`src/rtl/adm_pkg.sv`:
```
package adm_pkg;
    typedef enum logic [3:0] {
        T_EXT    = 4'd0,
        T_SLVERR = 4'd1,
        T_DECERR = 4'd2,
        T_IRQC   = 4'd3,
        T_PINCAP = 4'd4,
        T_TRACE  = 4'd5,
        T_SRAM   = 4'd6,
        T_BANK0  = 4'd7,
        T_BANK1  = 4'd8
    } tgt_e;

    localparam int NUM_TGT = 9;
    localparam int DIS_IDX_W = 3;

    localparam logic [1:0] RESP_OKAY   = 2'b00;
    localparam logic [1:0] RESP_SLVERR = 2'b10;
    localparam logic [1:0] RESP_DECERR = 2'b11;

    localparam logic [DIS_IDX_W-1:0] DIS_DUMMY  = 3'd0;
    localparam logic [DIS_IDX_W-1:0] DIS_SPARE  = 3'd1;
    localparam logic [DIS_IDX_W-1:0] DIS_IRQC   = 3'd2;
    localparam logic [DIS_IDX_W-1:0] DIS_PINCAP = 3'd3;
    localparam logic [DIS_IDX_W-1:0] DIS_TRACE  = 3'd4;
    localparam logic [DIS_IDX_W-1:0] DIS_SRAM   = 3'd5;
    localparam logic [DIS_IDX_W-1:0] DIS_BANKS  = 3'd6;
endpackage

```
`src/rtl/adm_region_classify.sv`:
```
module adm_region_classify
    import adm_pkg::*;
(
    input  logic [31:0]          addr,
    output tgt_e                 raw_tgt,
    output logic                 can_dis,
    output logic [DIS_IDX_W-1:0] dis_idx
);
    always_comb begin
        raw_tgt = T_EXT;
        can_dis = 1'b0;
        dis_idx = DIS_DUMMY;
        if (addr >= 32'h3F00_0000 && addr <= 32'h3F07_FFFF) begin
            raw_tgt = T_SLVERR; can_dis = 1'b1; dis_idx = DIS_DUMMY;
        end else if (addr >= 32'h3F08_0000 && addr <= 32'h3F0F_FFFF) begin
            raw_tgt = T_DECERR; can_dis = 1'b1; dis_idx = DIS_SPARE;
        end else if (addr >= 32'h3F10_0000 && addr <= 32'h3F1F_FFFF) begin
            raw_tgt = T_IRQC;   can_dis = 1'b1; dis_idx = DIS_IRQC;
        end else if (addr >= 32'h3F20_0000 && addr <= 32'h3F2F_FFFF) begin
            raw_tgt = T_PINCAP; can_dis = 1'b1; dis_idx = DIS_PINCAP;
        end else if (addr >= 32'h3F30_0000 && addr <= 32'h3F3F_FFFF) begin
            raw_tgt = T_DECERR;
        end else if ((addr >= 32'h3F40_0000 && addr <= 32'h3F4F_FFFF) ||
                     (addr >= 32'hCF40_0000 && addr <= 32'hCF4F_FFFF)) begin
            raw_tgt = T_TRACE;  can_dis = 1'b1; dis_idx = DIS_TRACE;
        end else if (addr >= 32'h3F70_0000 && addr <= 32'h3F7F_FFFF) begin
            raw_tgt = T_SRAM;   can_dis = 1'b1; dis_idx = DIS_SRAM;
        end else if (addr >= 32'h3F80_0000 && addr <= 32'h3FFF_FFFF) begin
            raw_tgt = addr[10] ? T_BANK1 : T_BANK0;
            can_dis = 1'b1; dis_idx = DIS_BANKS;
        end else if (addr >= 32'hCF20_0000 && addr <= 32'hCF3F_FFFF) begin
            raw_tgt = T_DECERR;
        end
    end
endmodule

```
`src/rtl/adm_disable_override.sv`:
```
module adm_disable_override
    import adm_pkg::*;
#(
    parameter int DIS_W = 32
) (
    input  tgt_e                 raw_tgt,
    input  logic                 can_dis,
    input  logic [DIS_IDX_W-1:0] dis_idx,
    input  logic [DIS_W-1:0]     dis_vec,
    output tgt_e                 fin_tgt,
    output logic [1:0]           fin_resp
);
    logic hit_dis;
    assign hit_dis = can_dis && dis_vec[dis_idx];

    always_comb begin
        fin_tgt = hit_dis ? T_EXT : raw_tgt;
        unique case (fin_tgt)
            T_SLVERR: fin_resp = RESP_SLVERR;
            T_DECERR: fin_resp = RESP_DECERR;
            default:  fin_resp = RESP_OKAY;
        endcase
    end
endmodule

```
`src/rtl/adm_offset_fold.sv`:
```
module adm_offset_fold
    import adm_pkg::*;
#(
    parameter int SRAM_BYTES = 16384,
    parameter int BANK_BYTES = 2097152
) (
    input  tgt_e        tgt,
    input  logic [31:0] addr,
    output logic [31:0] off
);
    localparam logic [31:0] SRAM_MASK = 32'(SRAM_BYTES - 1);
    localparam logic [31:0] BANK_MASK = 32'(BANK_BYTES - 1);
    localparam logic [31:0] PERI_MASK = 32'h000F_FFFF;

    logic [31:0] squeezed;
    assign squeezed = {1'b0, addr[31:11], addr[9:0]};

    always_comb begin
        unique case (tgt)
            T_EXT:                     off = addr;
            T_SLVERR, T_DECERR:        off = '0;
            T_IRQC, T_PINCAP, T_TRACE: off = addr & PERI_MASK;
            T_SRAM:                    off = addr & SRAM_MASK;
            T_BANK0, T_BANK1:          off = squeezed & BANK_MASK;
            default:                   off = addr;
        endcase
    end
endmodule

```
`src/rtl/addr_map_decoder.sv`:
```
module addr_map_decoder
    import adm_pkg::*;
#(
    parameter int SRAM_BYTES = 16384,
    parameter int BANK_BYTES = 2097152,
    parameter int DIS_W      = 32
) (
    input  logic               clk,
    input  logic               rst_n,
    input  logic               cfg_we,
    input  logic [DIS_W-1:0]   cfg_wdata,
    input  logic               req_valid,
    input  logic [31:0]        req_addr,
    output logic               out_valid,
    output logic [NUM_TGT-1:0] out_sel,
    output logic [31:0]        out_off,
    output logic [1:0]         out_resp
);
    logic [DIS_W-1:0]     dis_q;
    tgt_e                 raw_tgt;
    tgt_e                 fin_tgt;
    logic                 can_dis;
    logic [DIS_IDX_W-1:0] dis_idx;
    logic [1:0]           resp_d;
    logic [31:0]          off_d;
    logic [NUM_TGT-1:0]   sel_d;

    adm_region_classify u_cls (
        .addr    (req_addr),
        .raw_tgt (raw_tgt),
        .can_dis (can_dis),
        .dis_idx (dis_idx)
    );

    adm_disable_override #(.DIS_W(DIS_W)) u_ovr (
        .raw_tgt  (raw_tgt),
        .can_dis  (can_dis),
        .dis_idx  (dis_idx),
        .dis_vec  (dis_q),
        .fin_tgt  (fin_tgt),
        .fin_resp (resp_d)
    );

    adm_offset_fold #(.SRAM_BYTES(SRAM_BYTES), .BANK_BYTES(BANK_BYTES)) u_off (
        .tgt  (fin_tgt),
        .addr (req_addr),
        .off  (off_d)
    );

    for (genvar g = 0; g < NUM_TGT; g++) begin : g_onehot
        assign sel_d[g] = (fin_tgt == tgt_e'(g));
    end

    always_ff @(posedge clk or negedge rst_n) begin
        if (!rst_n) dis_q <= '0;
        else if (cfg_we) dis_q <= cfg_wdata;
    end

    always_ff @(posedge clk or negedge rst_n) begin
        if (!rst_n) begin
            out_valid <= 1'b0;
            out_sel   <= '0;
            out_off   <= '0;
            out_resp  <= RESP_OKAY;
        end else begin
            out_valid <= req_valid;
            out_sel   <= req_valid ? sel_d  : '0;
            out_off   <= req_valid ? off_d  : '0;
            out_resp  <= req_valid ? resp_d : RESP_OKAY;
        end
    end
endmodule

```
`config.mk`:
```
export PLATFORM = sky130hd
export DESIGN_NAME = addr_map_decoder
export DESIGN_NICKNAME = d
export VERILOG_FILES = /design/src/rtl/adm_pkg.sv /design/src/rtl/adm_region_classify.sv /design/src/rtl/adm_disable_override.sv /design/src/rtl/adm_offset_fold.sv /design/src/rtl/addr_map_decoder.sv
export SDC_FILE = /design/constraint.sdc
export NUM_CORES = 1
export LEC_CHECK = 0
export BUFFER_PORTS_ARGS = -buffer_cell sky130_fd_sc_hd__clkbuf_2
export CORE_ASPECT_RATIO = 1.2
export CORE_MARGIN = 1.5
export CORE_UTILIZATION = 55
export CTS_BUF_LIST = sky130_fd_sc_hd__clkbuf_8
export CTS_CLUSTER_SIZE = 12
export DETAILED_ROUTE_END_ITERATION = 8
export GPL_ROUTABILITY_DRIVEN = 0
export PLACE_DENSITY = 0.85
export SLEW_MARGIN = 40
export SYNTH_ARGS = -nofsm -noshare
export SYNTH_HDL_FRONTEND = slang
export SYNTH_HIERARCHICAL = 1
export SYNTH_SLANG_ARGS = --single-unit
```
`constraint.sdc`:
```
create_clock -name clk -period 4.35 [get_ports clk]
set_input_delay 0.2175 -clock clk [delete_from_list [all_inputs] [get_ports clk]]
set_output_delay 0.2175 -clock clk [all_outputs]
set_load 0.02 [all_outputs]
```
==> results of run 1 <==
==> metrics by stage <==
step / instances / utilization / power, W
final: 408 / 0.687 / 0.000928
after CTS: 408 / 0.685 / 0.000938
after detailed placement: 400 / 0.666 / 0.000665
after global placement: 400 / 0.666 / 0.000661
after floorplan: 264 / - / 0.000607
after global routing: 408 / 0.687 / 0.000980
==> routing by layer <==
layer	wire, um	up-vias
met5	0	-
met3	300	2
met2	2810	67
li1	-	1101
met1	2430	1033
met4	46	0
==> worst max path at each step <==
stage	start	slack, ns	to
3_3_place_gp	req_addr[31]	0.69	out_off[31]$_DFF_PN0_
5_1_grt	req_addr[20]	0.87	out_off[17]$_DFF_PN0_
3_5_place_dp	req_addr[31]	0.65	out_off[26]$_DFF_PN0_
2_1_floorplan	req_addr[31]	0.95	out_off[10]$_DFF_PN0_
6_report	req_addr[20]	1.02	out_off[17]$_DFF_PN0_
4_1_cts	req_addr[31]	0.97	out_off[26]$_DFF_PN0_
==> cells in the final DEF (no fill, tap or decap), types with 5 or more instances in the layout <==
master     n
a221o_1   12
a31oi_1    7
and2_1    44
and3_1     5
buf_4      8
clkbuf_2  87
clkbuf_8   6
dfrtp_1   52
mux2_2     7
nand2_1   16
nor2_1    12
nor2b_1   13
nor3_1     5
==> critical path, delay by kind of cell <==
kind	cells	cell delay, ns
AO/OA/AOI/OAI	3	1.09
multiplexers	1	0.50
AND/OR/NAND/NOR	5	1.17
XOR/XNOR	1	0.22
buffers and inverters	2	0.36
==> cell type report <==
type,instances,area [um2],area share
multi-input combinational,189,1410,0.416
timing repair buffer,95,495,0.146
inverter,4,15.0,0.00443
clock inverter,2,11.3,0.00332
clock buffer,6,82.6,0.0243
tap,60,75.1,0.0221
sequential,52,1300,0.384
==> power groups by stage <==
| stage | Clock [W] | Combinational (W) | Sequential (W) |
|---|---|---|---|
| after floorplan | 0 | 0.0000619 | 0.000545 |
| after global placement | 0 | 0.000137 | 0.000524 |
| after detailed placement | 0 | 0.000141 | 0.000525 |
| after CTS | 0.000282 | 0.000141 | 0.000515 |
| after global routing | 0.000307 | 0.000155 | 0.000518 |
| final | 0.000274 | 0.000140 | 0.000514 |
==> state kept, by name (all words and copies together) (netlist names) <==
name,cells
dis_q,8
out_valid,1
out_off,32
out_sel,9
out_resp,2
==> results, run 1 <==
- The vertical die dimension is 81.5 um.
- The internal power contribution is about 0.0007 W.
- After filler insertion, the fill cell instance count of the layout stands at 379.
- The horizontal die dimension is 68.4 um.
- The sequential fraction of design power is 0.554.
- The met3 usage is 0.0452.
- The max-cap violation count is 0.
- The shortest period the worst path allows is between 3 and 4 ns.
- The remaining number of nets flagged by the antenna check after routing is 0.
- The transition time at the pin with the least slew margin is 0.761 ns.
- Setup repair after global routing left no endpoint under its margin.
- Traced cell by cell, the critical path runs through clkbuf_2 -> xnor2_1 -> nand2_1 -> a211oi_1 -> buf_4 -> mux4_2 -> nand2b_4 -> a21boi_2 -> and3_1 -> and2_0 -> a221o_1 -> and2_1.
- The H-tree was split into 2 levels.
- The net switching power is between 0.0002 and 0.00025 W.
- The maximum frequency from static timing analysis is 300 MHz.
- Prior to clock tree synthesis, the placed netlist has a worst setup slack of 0.648 ns.
- The most utilized layer in the global route result is met2.
- Summed over all cells, the static leakage comes to 1.65 nW.
- The capture instance of the worst register-to-register path is out_off[17]$_DFF_PN0_.
- The number of gates given a new drive strength after cts is 0.
- The maximum fanout along the worst path is 16.
- Of the total power, the share spent switching nets is 0.250.
- The violation count after the first detailed-routing iteration is 90.
- For the worst flop-to-flop path, the logic depth is 7.
- The via count of the first global-routing pass is 1,953.
- The placeable core region is a little under 5000 um2.
- The number of nets handed over by synthesis was 332.
- Across all register-to-register paths, the minimum setup slack is 1.52 ns.
- The category of the most critical setup path is in2reg.
- The synthesized area is 2820 um2.
- The insertion delay of the later-clocked pin in the worst-skew pair is just under 0.3 ns.
- The fraction of met1 tracks used by global routing is 0.258.
- The worst-case vdd ir drop is 0.140 mV.
- Synthesis handed over a netlist of roughly 260 instances.
- The maximum root-to-sink buffer count is 2.
- Dividing the detail-routed wire length by the instance count gives 13.7 um.
- The cell area power density is 274 nW/um2.
- The HPWL after detailed placement is between 3000 and 4000 um.
- The area of placed instances is around 3300 um2.
- The final non-filler cell area is 3390 um2.
- The origin of the critical flop-to-flop path is dis_q[7]$_DFFE_PN0P_.
- The maximum single-stage delay on the critical path is ~0.64 ns.
- TritonCTS created 5 clock buffers.
- The run finished with clean final reports.
- The clock net in this run drives a total of 52 sinks.
- The power share of the clock group is 0.295.
- The total number of vias is 2,203.
- The number of warnings reported in the yosys synthesis log is 6.
- Of the available clock period, the critical path in the final layout requires 0.766.
- Between clock sinks in the finished design, the worst skew comes to 0.00282 ns.
- The element type at the critical path end is a register.
- The area overhead of the layout relative to synthesis is 20.1%.
- The routed wire length is approximately 5600 um.
- In the final layout, the share of cells above drive strength 1 is 0.374.
- The effective utilization at floorplan is 0.572.
- In this run the core area contains 28 standard-cell rows.
- The setup TNS is 0 ns.
- TritonCTS built the clock tree.
- The number of antenna diodes in the final layout is 0.
- In the routed layout, each cell is associated on average with a via count of 5.40.
- The die covers 5580 um2.
- The detailed-router iteration count before antenna repair is 6.
- For this run, global-route usage on met2 was measured as 0.349.
- The number of buffers added for setup after CTS is 0.
- The number of antenna violations at the first check in global routing is 0.
- Setup violations remaining at the end of the flow were counted as 0.
- In this run the mean area of a mapped cell was 10.7 um2.
- The worst pin sits at a relative slew slack of 0.490.
- The largest net degree at the start of global routing is 53.
- The critical path launch point type is an input port.
- The worst hold slack is around 0.013 ns.
- Across every metal layer, demand over resource in global routing totals 0.207.
- Input and output buffers added on the ports amount to 87.
- In the routed design, unresolved DRC markers number 0.
- The slowest stage of the critical path belongs to the cell a21boi_2.
- The max-slew violation count is 0.
- The number of hold-repair buffers added at the cts stage is 0.
- The required time at the endpoint of the critical path is roughly 4.6 ns.
- Across all setup checks in the final design, the least slack found is 1.02 ns.
- The CTS root buffer is clkbuf_8.
- The count of final hold-check violations came to 0.
- For the worst setup path, the data arrival time is ~3.6 ns.
- Of the total power, combinational logic draws 0.151.
- The total congestion overflow after global routing is 0.
- Clock-pin slew was measured on the worst setup and hold paths at 0.09 ns.
- The top-level port count is 112.
- The global-route wire length before repair is 8780 um.
- The path class of the tightest hold or removal check is in2async.
- The final layout net count is 415.
No activity file was read; power rests on OpenSTA's default activity.
==> inputs of run 2 (changes only) <==
--- a/config.mk
+++ b/config.mk
@@ -8,12 +8,12 @@
 export BUFFER_PORTS_ARGS = -buffer_cell sky130_fd_sc_hd__clkbuf_2
 export CORE_ASPECT_RATIO = 1.2
 export CORE_MARGIN = 1.5
-export CORE_UTILIZATION = 55
+export CORE_UTILIZATION = 49
 export CTS_BUF_LIST = sky130_fd_sc_hd__clkbuf_8
 export CTS_CLUSTER_SIZE = 12
 export DETAILED_ROUTE_END_ITERATION = 8
 export GPL_ROUTABILITY_DRIVEN = 0
-export PLACE_DENSITY = 0.85
+export PLACE_DENSITY = 0.8
 export SLEW_MARGIN = 40
 export SYNTH_ARGS = -nofsm -noshare
 export SYNTH_HDL_FRONTEND = slang
==> constraint.sdc (replaced) <==
create_clock -name clk -period 3.04 [get_ports clk]
set_input_delay 0.152 -clock clk [delete_from_list [all_inputs] [get_ports clk]]
set_output_delay 0.152 -clock clk [all_outputs]
set_load 0.02 [all_outputs]
==> run 2 against run 1 <==
Clock skew grew 0.0034 ns. Sequential power grew 43%. Total power grew 57%. Highest routed layer unchanged. Non-clock buffer count grew 12. Critical endpoint is now out_off[18]$_DFF_PN0_. Flip-flop and latch count is the same.
==> results, run 2 (synthesized netlist as in run 1, its figures left out) <==
- The run finished with clean final reports.
- The initialized floorplan defines 30 standard-cell rows.
- The TritonCTS clock tree is done.
- At the worst endpoint, the required time is 3.24 ns.
- The worst pin sits at a relative slew slack of 0.609.
- The worst hold path endpoint is dis_q[5]$_DFFE_PN0P_.
- The worst-case vdd ir drop is 0.281 mV.
- The number of antenna violations at the first check in global routing is 0.
- The filler cells instantiated in the layout total 448.
- The core region is 5590 um2.
- For this configuration, the core starts out at a cell density of 0.505.
- The setup slack of the most critical reg-to-reg path is roughly 0.67 ns.
- The maximum fanout along the worst path is 29.
- For met3 alone, demand over resource in global routing was 0.0329.
- For this design the static power due to leakage is about 1.7 nW.
- Using the TritonRoute via totals, the vias-per-cell ratio works out to 5.39.
- The via count of the first global-routing pass was 2,169.
- The global routing usage on met2 is 0.347.
- More flip-flops sit in one register than any other, and that register is out_off.
- In the global route stage, overall resource usage came out at 0.199.
- The total overflow left after global routing is 0.
- The max-slew violation count was 0.
- The transition time at the pin with the least slew margin is 0.587 ns.
- The number of cells on the worst reg-to-reg path is 8.
- Data on the critical path arrives at its endpoint at about 3 ns.
- The category of the most critical setup path is in2reg.
- The share of the clock period used by the worst path after layout is 0.897.
- The maximum single-stage delay on the critical path is 0.48 ns.
- The violation count after the first detailed-routing iteration is 76.
- The number of hold-repair buffers added at the cts stage is 1.
- The total die area is a little over 6000 um2.
- The first global-routing pass estimated 9650 um of wire.
- The tree is rooted in a clkbuf_8.
- In the final layout, the registers with the most flip-flops are out_off (32), out_sel (9), dis_q (8).
- The largest net degree at the start of global routing is 44.
- The number of DRC violations after detailed routing is 0.
- The count of final hold-check violations is 0.
- Summing all placed instances gives a cell area of 3400 um2.
- The type of the most critical hold path is in2reg.
- The routed wire length is 5900 um.
- The capture instance of the worst register-to-register path is out_off[18]$_DFF_PN0_.
- Clock-pin slew was measured on the worst setup and hold paths at around 0.09 ns.
- Setup repair after global routing left no endpoint under its margin.
- The most utilized layer in the global route result is met2.
- The area overhead of the layout relative to synthesis is 25.3%.
- The fraction of met1 tracks used by global routing is 0.239.
- The clock reaches the later pin of the worst-skew pair after 0.31 ns.
- Once the clock tree was built, the resizer swapped 0 gates to a different size.
- Buffers inserted during clock tree synthesis total 5.
- The element type at the critical path end is a register.
- The number of I/O port buffers is 87.
- In this run the most critical hold path is launched from cfg_wdata[5].
- The most frequent standard cell in the layout excluding fill and tap cells is clkbuf_2.
- The number of buffers added for setup after CTS is 0.
- Across all hold checks on the routed design, the worst slack comes to 0.0625 ns.
- On the critical path, the stage with the largest delay is an instance of mux4_2.
- The routed design could run at a clock period as short as 2.73 ns.
- The critical path goes through clkbuf_2 -> and4bb_2 -> nand2b_4 -> a211oi_2 -> buf_4 -> mux4_2 -> nand2b_4 -> a21boi_2 -> buf_12 -> inv_1 -> and2_0 -> a221o_1 -> and2_1.
- The share of post-route cells with drive strength above 1 is 0.397.
- The horizontal die dimension is 72.3 um.
- Summed over all nets, the half-perimeter wirelength after detailed placement is 4280 um.
- Dividing the detail-routed wire length by the instance count gives 13.9 um.
- At the end of the flow, the number of nets in the layout was 427.
- Based on the critical path, the design can be clocked at up to 367 MHz.
- Across the routed clock network, the largest skew measured is 0.00619 ns.
- Setup violations remaining at the end of the flow were counted as 0.
- The critical path launch point type is an input port.
- The origin of the critical flop-to-flop path is dis_q[7]$_DFFE_PN0P_.
- The repair_antennas step left the layout with diodes totalling 0.
- Dividing total power by cell area gives a power density of 412 nW/um2.
- The top-level port count is 112.
- The remaining number of nets flagged by the antenna check after routing is 0.
- The maximum root-to-sink buffer count is 2.
- In the layout the commonest cells are clkbuf_2 (86), dfrtp_1 (52), and2_1 (44), buf_4 (18), nand2_1 (16).
- The final non-filler cell area is 3540 um2.
- The clock net in this run drives a total of 52 sinks.
- The tool flagged a number of max-cap violations equal to 0.
- The total number of vias is 2,284.
- The most common cell type on the critical path is nand2b_4.
- The register with the most flip-flops in the layout has 32 of them.
- The cell count of the worst hold path is 2.
- From bottom edge to top edge, the die measures 86.2 um.
- The detailed-router iteration count before antenna repair is 4.
- In this run the number of H-tree levels came out at 2.
## run 2: worst max-delay path by stage
| stage | endpoint | depth (start not counted) | slack [ns] | startpoint |
|---|---|---|---|---|
| final | out_off[18]$_DFF_PN0_ | 13 | 0.31 | req_addr[31] |
| after global routing | out_off[11]$_DFF_PN0_ | 13 | 0.11 | req_addr[22] |
| after CTS | out_off[18]$_DFF_PN0_ | 13 | 0.34 | req_addr[31] |
| after detailed placement | out_off[17]$_DFF_PN0_ | 13 | -0.001 | req_addr[31] |
| after global placement | out_off[18]$_DFF_PN0_ | 13 | 0.03 | req_addr[31] |
| after floorplan | out_off[20]$_DFF_PN0_ | 11 | 0.001 | req_addr[20] |
## run 2: stage by stage
stage	setup slack, ns	utilization	power [W]	TNS [ns]	instances
2_1_floorplan	0.00134	-	0.000869	0	264
3_3_place_gp	0.0271	0.608	0.000951	0	415
3_5_place_dp	-0.00105	0.608	0.000958	-0.00105	415
4_1_cts	0.337	0.633	0.00147	0	424
5_1_grt	0.111	0.633	0.00152	0	424
6_report	0.312	0.633	0.00146	0	424
## run 2: critical path, delay by kind of cell
kind,cells,cell delay (ns)
AO/OA/AOI/OAI,3,0.66
buffers and inverters,4,0.56
multiplexers,1,0.48
AND/OR/NAND/NOR,5,1.06
## run 2: cell type report
cell class	count	area, um2	area share
multi-input cells	189	1410	0.399
flip-flops and latches	52	1300	0.368
repair buffers	107	603	0.170
clock buffers	7	96.3	0.0272
well taps	64	80.1	0.0226
clock inverters	1	30.0	0.00849
inverters	4	15.0	0.00424
## run 2: power breakdown
group / switching (W) / leakage, nW / total, W / internal, W
registers: 0.0000110 / 0.669 / 0.000736 / 0.000725
clock network: 0.000224 / 0.0645 / 0.000515 / 0.000290
logic: 0.000112 / 0.983 / 0.000206 / 0.0000943
total: 0.000347 / 1.72 / 0.00146 / 0.00111
## run 2: per-layer routing
| layer | wire length [um] | share of wire | up-vias |
|---|---|---|---|
| li1 | - | - | 1124 |
| met1 | 2490 | 0.42 | 1089 |
| met2 | 3080 | 0.52 | 61 |
| met3 | 205 | 0.035 | 10 |
| met4 | 130 | 0.022 | 0 |
| met5 | 0 | 0 | - |
==> inputs of run 3 (changes only) <==
--- a/config.mk
+++ b/config.mk
@@ -8,14 +8,12 @@
 export BUFFER_PORTS_ARGS = -buffer_cell sky130_fd_sc_hd__clkbuf_2
 export CORE_ASPECT_RATIO = 1.2
 export CORE_MARGIN = 1.5
-export CORE_UTILIZATION = 49
-export CTS_BUF_LIST = sky130_fd_sc_hd__clkbuf_8
+export CORE_UTILIZATION = 42
 export CTS_CLUSTER_SIZE = 12
 export DETAILED_ROUTE_END_ITERATION = 8
 export GPL_ROUTABILITY_DRIVEN = 0
-export PLACE_DENSITY = 0.8
+export PLACE_DENSITY = 0.76
 export SLEW_MARGIN = 40
 export SYNTH_ARGS = -nofsm -noshare
 export SYNTH_HDL_FRONTEND = slang
-export SYNTH_HIERARCHICAL = 1
 export SYNTH_SLANG_ARGS = --single-unit
==> run 3 against run 2 <==
Sequential power decreased by 2%. Combinational power decreased by 6%. Design area decreased by 14%. Via count decreased by 15%.
==> results, run 3 <==
- The clock edge transition at the registers on the reported setup and hold paths is 0.09 ns.
- For this design the static power due to leakage is 1.49 nW.
- The maximum frequency from static timing analysis is roughly 500 MHz.
- The most frequent standard cell in the layout excluding fill and tap cells is clkbuf_2.
- The via count of the first global-routing pass is approximately 1,900.
- The worst path needs approximately 2.0 ns of the cycle, external delays included.
- The area overhead of the layout relative to synthesis is 23.6%.
- The library cells used most frequently in the layout, excluding fill and tap cells, are clkbuf_2 (86), dfrtp_1 (51), nand2_1 (20), and3_1 (17), and2_1 (14).
- Clock tree synthesis inserted a total of 5 buffers.
- After layout, the worst setup slack is 1.06 ns.
- The final count of negative-setup-slack endpoints is 0.
- The number of antenna diodes in the final layout is 0.
- Once detail routing completed, the nets flagged for antenna violations numbered 0.
- The max-slew violation count came to 0.
- Across the routed clock network, the largest skew measured is 0.00784 ns.
- The CTS root buffer is clkbuf_8.
- The net switching fraction of the power is 0.276.
- The TritonCTS clock tree is done.
- In this run the worst path has a maximum fanout of 12.
- The tightest min-delay check is of the in2reg type.
- In the synthesized netlist the async set-or-reset flop fraction comes to 1.00.
- The sequential fraction of design power is 0.546.
- The first global-routing pass estimated 8620 um of wire.
- The transition time at the pin with the least slew margin is slightly above 0.6 ns.
- During synthesis, Yosys emitted a total of 0 warnings.
- The overall routing resource usage is 0.171.
- The post-placement worst setup slack is 0.732 ns.
- The largest net degree at the start of global routing is 46.
- Adding up every negative setup slack in the final design gives 0 ns.
- In the synthesized netlist the dominant register cell turns out to be dfrtp_1.
- The total number of vias is 1,952.
- Yosys mapped the design onto 53 distinct sky130hd cell types.
- The H-tree depth is 2.
- Once detailed placement completed, the half-perimeter wirelength came to 3900 um.
- The longest clock path from root to sink contains 2 buffers.
- The max-cap violation count is 0.
- The internal portion of the total power is 0.000957 W.
- The number of antenna violations at the first check in global routing came to 0.
- The detailed-router iteration count before antenna repair is 5.
- The number of nets in the synthesized netlist is 286.
- The cell area power density is 434 nW/um2.
- The count of final hold-check violations is 0.
- For this design the top-level I/O count stands at 112.
- The number of flip-flops in the largest register is 32.
- The cell with the most instances after synthesis is dfrtp_1.
- The top-area cell type share of the netlist area is 0.518.
- The power share of the clock group is 0.308.
- The average routed wire per standard cell is 13.3 um.
- dfrtp_1 takes more of the synthesized area than any other cell.
- The register with the most flip-flops in the final layout is out_off.
- The total congestion overflow after global routing is 0.
- The run finished with clean final reports.
- The number of gates given a new drive strength after cts is 0.
- Of the synthesized area, sequential elements account for 0.518.
- By startpoint and endpoint, the worst setup path is classified as in2reg.
- The required time at the endpoint of the critical path is 3.24 ns.
- The floorplan step set the die height to 86.9 um.
- Sorting the synthesized cells by area gives the leading types as dfrtp_1 (52%), and3_1 (4.3%), and2_1 (3.6%).
- The horizontal die dimension is 72.9 um.
- After synthesis, the most frequently instantiated cells are dfrtp_1 (51), nand2_1 (20), and3_1 (17).
- Summed over all nets, the switching power comes to 0.000365 W.
- The floorplan step defined a die boundary enclosing between 6000 and 7000 um2.
- Row generation in the floorplan step produced 30 rows.
- The average via count per standard cell is 5.08.
- The fraction of the core area covered by cells at the end of the flow is 0.538.
- The violation count after the first detailed-routing iteration is 111.
- The number of DRC violations after detailed routing is 0.
- The mean instance size in the synthesized netlist is 11.3 um2.
- Buffers placed on the I/O ports in this run total between 80 and 90.
- Synthesis inferred 51 register bits.
- The share of post-route cells with drive strength above 1 is 0.414.
- The number of buffers added for setup after CTS is 0.
- In the synthesized netlist, the number of instances is 218.
- The effective utilization at floorplan is 0.435.
- Setup repair after global routing left no endpoint under its margin.
- The clock drives 51 sinks.
- Clock latency on the worst-skew pair, taken at its later pin, is 0.31 ns.
- The mapped netlist covers 2460 um2.
- The number of hold-repair buffers added at the cts stage is 1.
- The final layout net count is 371.
- The critical path launch point type is an input port.
- The worst pin sits at a relative slew slack of 0.597.
- The power share of the combinational group is 0.146.
- The largest registers in the layout are out_off (32), out_sel (9), dis_q (8).
- After floorplanning, the core was sized to cover around 5700 um2.
- Of the available clock period, the critical path in the final layout requires 0.653.
- The routed wire length is ~5100 um.
- The worst-case vdd ir drop is 0.198 mV.
- Counting flops with a built-in enable in the synthesized netlist gives 0.
- The element type at the critical path end is a register.
- The arrival time of the worst setup path is around 2.2 ns.
==> run 3: area by class of cell <==
| type | instances | area (um2) |
|---|---|---|
| clock inverter | 3 | 28.8 |
| timing repair buffer | 91 | 470 |
| inverter | 5 | 18.8 |
| sequential | 51 | 1280 |
| fill | 526 | 2620 |
| multi-input combinational | 149 | 1080 |
| tap | 80 | 100 |
| clock buffer | 5 | 68.8 |
==> run 3: logic make-up (layout without fill, tap and decap cells) <==
family | after synthesis | after routing | synth area share
AND/OR/NAND/NOR | 84 | 84 | 0.205
AO/OA/AOI/OAI | 56 | 56 | 0.193
flip-flops | 51 | 51 | 0.518
buffers and inverters | 18 | 104 | 0.0426
multiplexers | 7 | 7 | 0.0320
XOR/XNOR | 2 | 2 | 0.0102
==> run 3: metal layers <==
metal,track usage,vias to the layer above,part of all wire,wire length (um)
met3,0.0208,6,0.039,200
met2,0.307,61,0.54,2760
li1,-,970,-,-
met5,0,-,0,0
met1,0.208,915,0.41,2080
met4,0.0635,0,0.015,75
==> run 3: worst paths after layout <==
path	from	to	slack [ns]	cells after the start
max reg2reg	dis_q[1]$_DFFE_PN0P_	out_off[25]$_DFF_PN0_	1.18	7
min	cfg_wdata[5]	dis_q[5]$_DFFE_PN0P_	0.06	3
min reg2reg	dis_q[0]$_DFFE_PN0P_	dis_q[0]$_DFFE_PN0P_	0.51	1
max	req_addr[31]	out_off[25]$_DFF_PN0_	1.06	9
min in group asynchronous	rst_n	out_off[21]$_DFF_PN0_	0.39	2
max in group asynchronous	rst_n	out_valid$_DFF_PN0_	2.10	3
==> run 3: critical path: stages <==
cell and delay (ns):
clkbuf_2 0.10, nand4bb_1 0.26, nor2_2 0.36, a21boi_0 0.21
o31a_4 0.40, a2111oi_2 0.29, a211oi_2 0.07, buf_4 0.19
and2_1 0.16
==> run 3: per-stage QoR <==
stage          instances  power, W  area (um2)  hold WS [ns]
2_1_floorplan        218  0.000849        2460        -0.144
3_3_place_gp         375  0.000925        2940         0.367
3_5_place_dp         375  0.000931        2940         0.231
4_1_cts              384   0.00134        3050        0.0591
5_1_grt              384   0.00139        3050        0.0617
6_report             384   0.00132        3050        0.0584
==> run 3: power groups by stage <==
stage	logic [W]	clock network, W	registers (W)
after floorplan	0.0000826	0	0.000766
after global placement	0.000190	0	0.000735
after detailed placement	0.000194	0	0.000736
after CTS	0.000196	0.000422	0.000722
after global routing	0.000214	0.000447	0.000725
final	0.000193	0.000407	0.000722
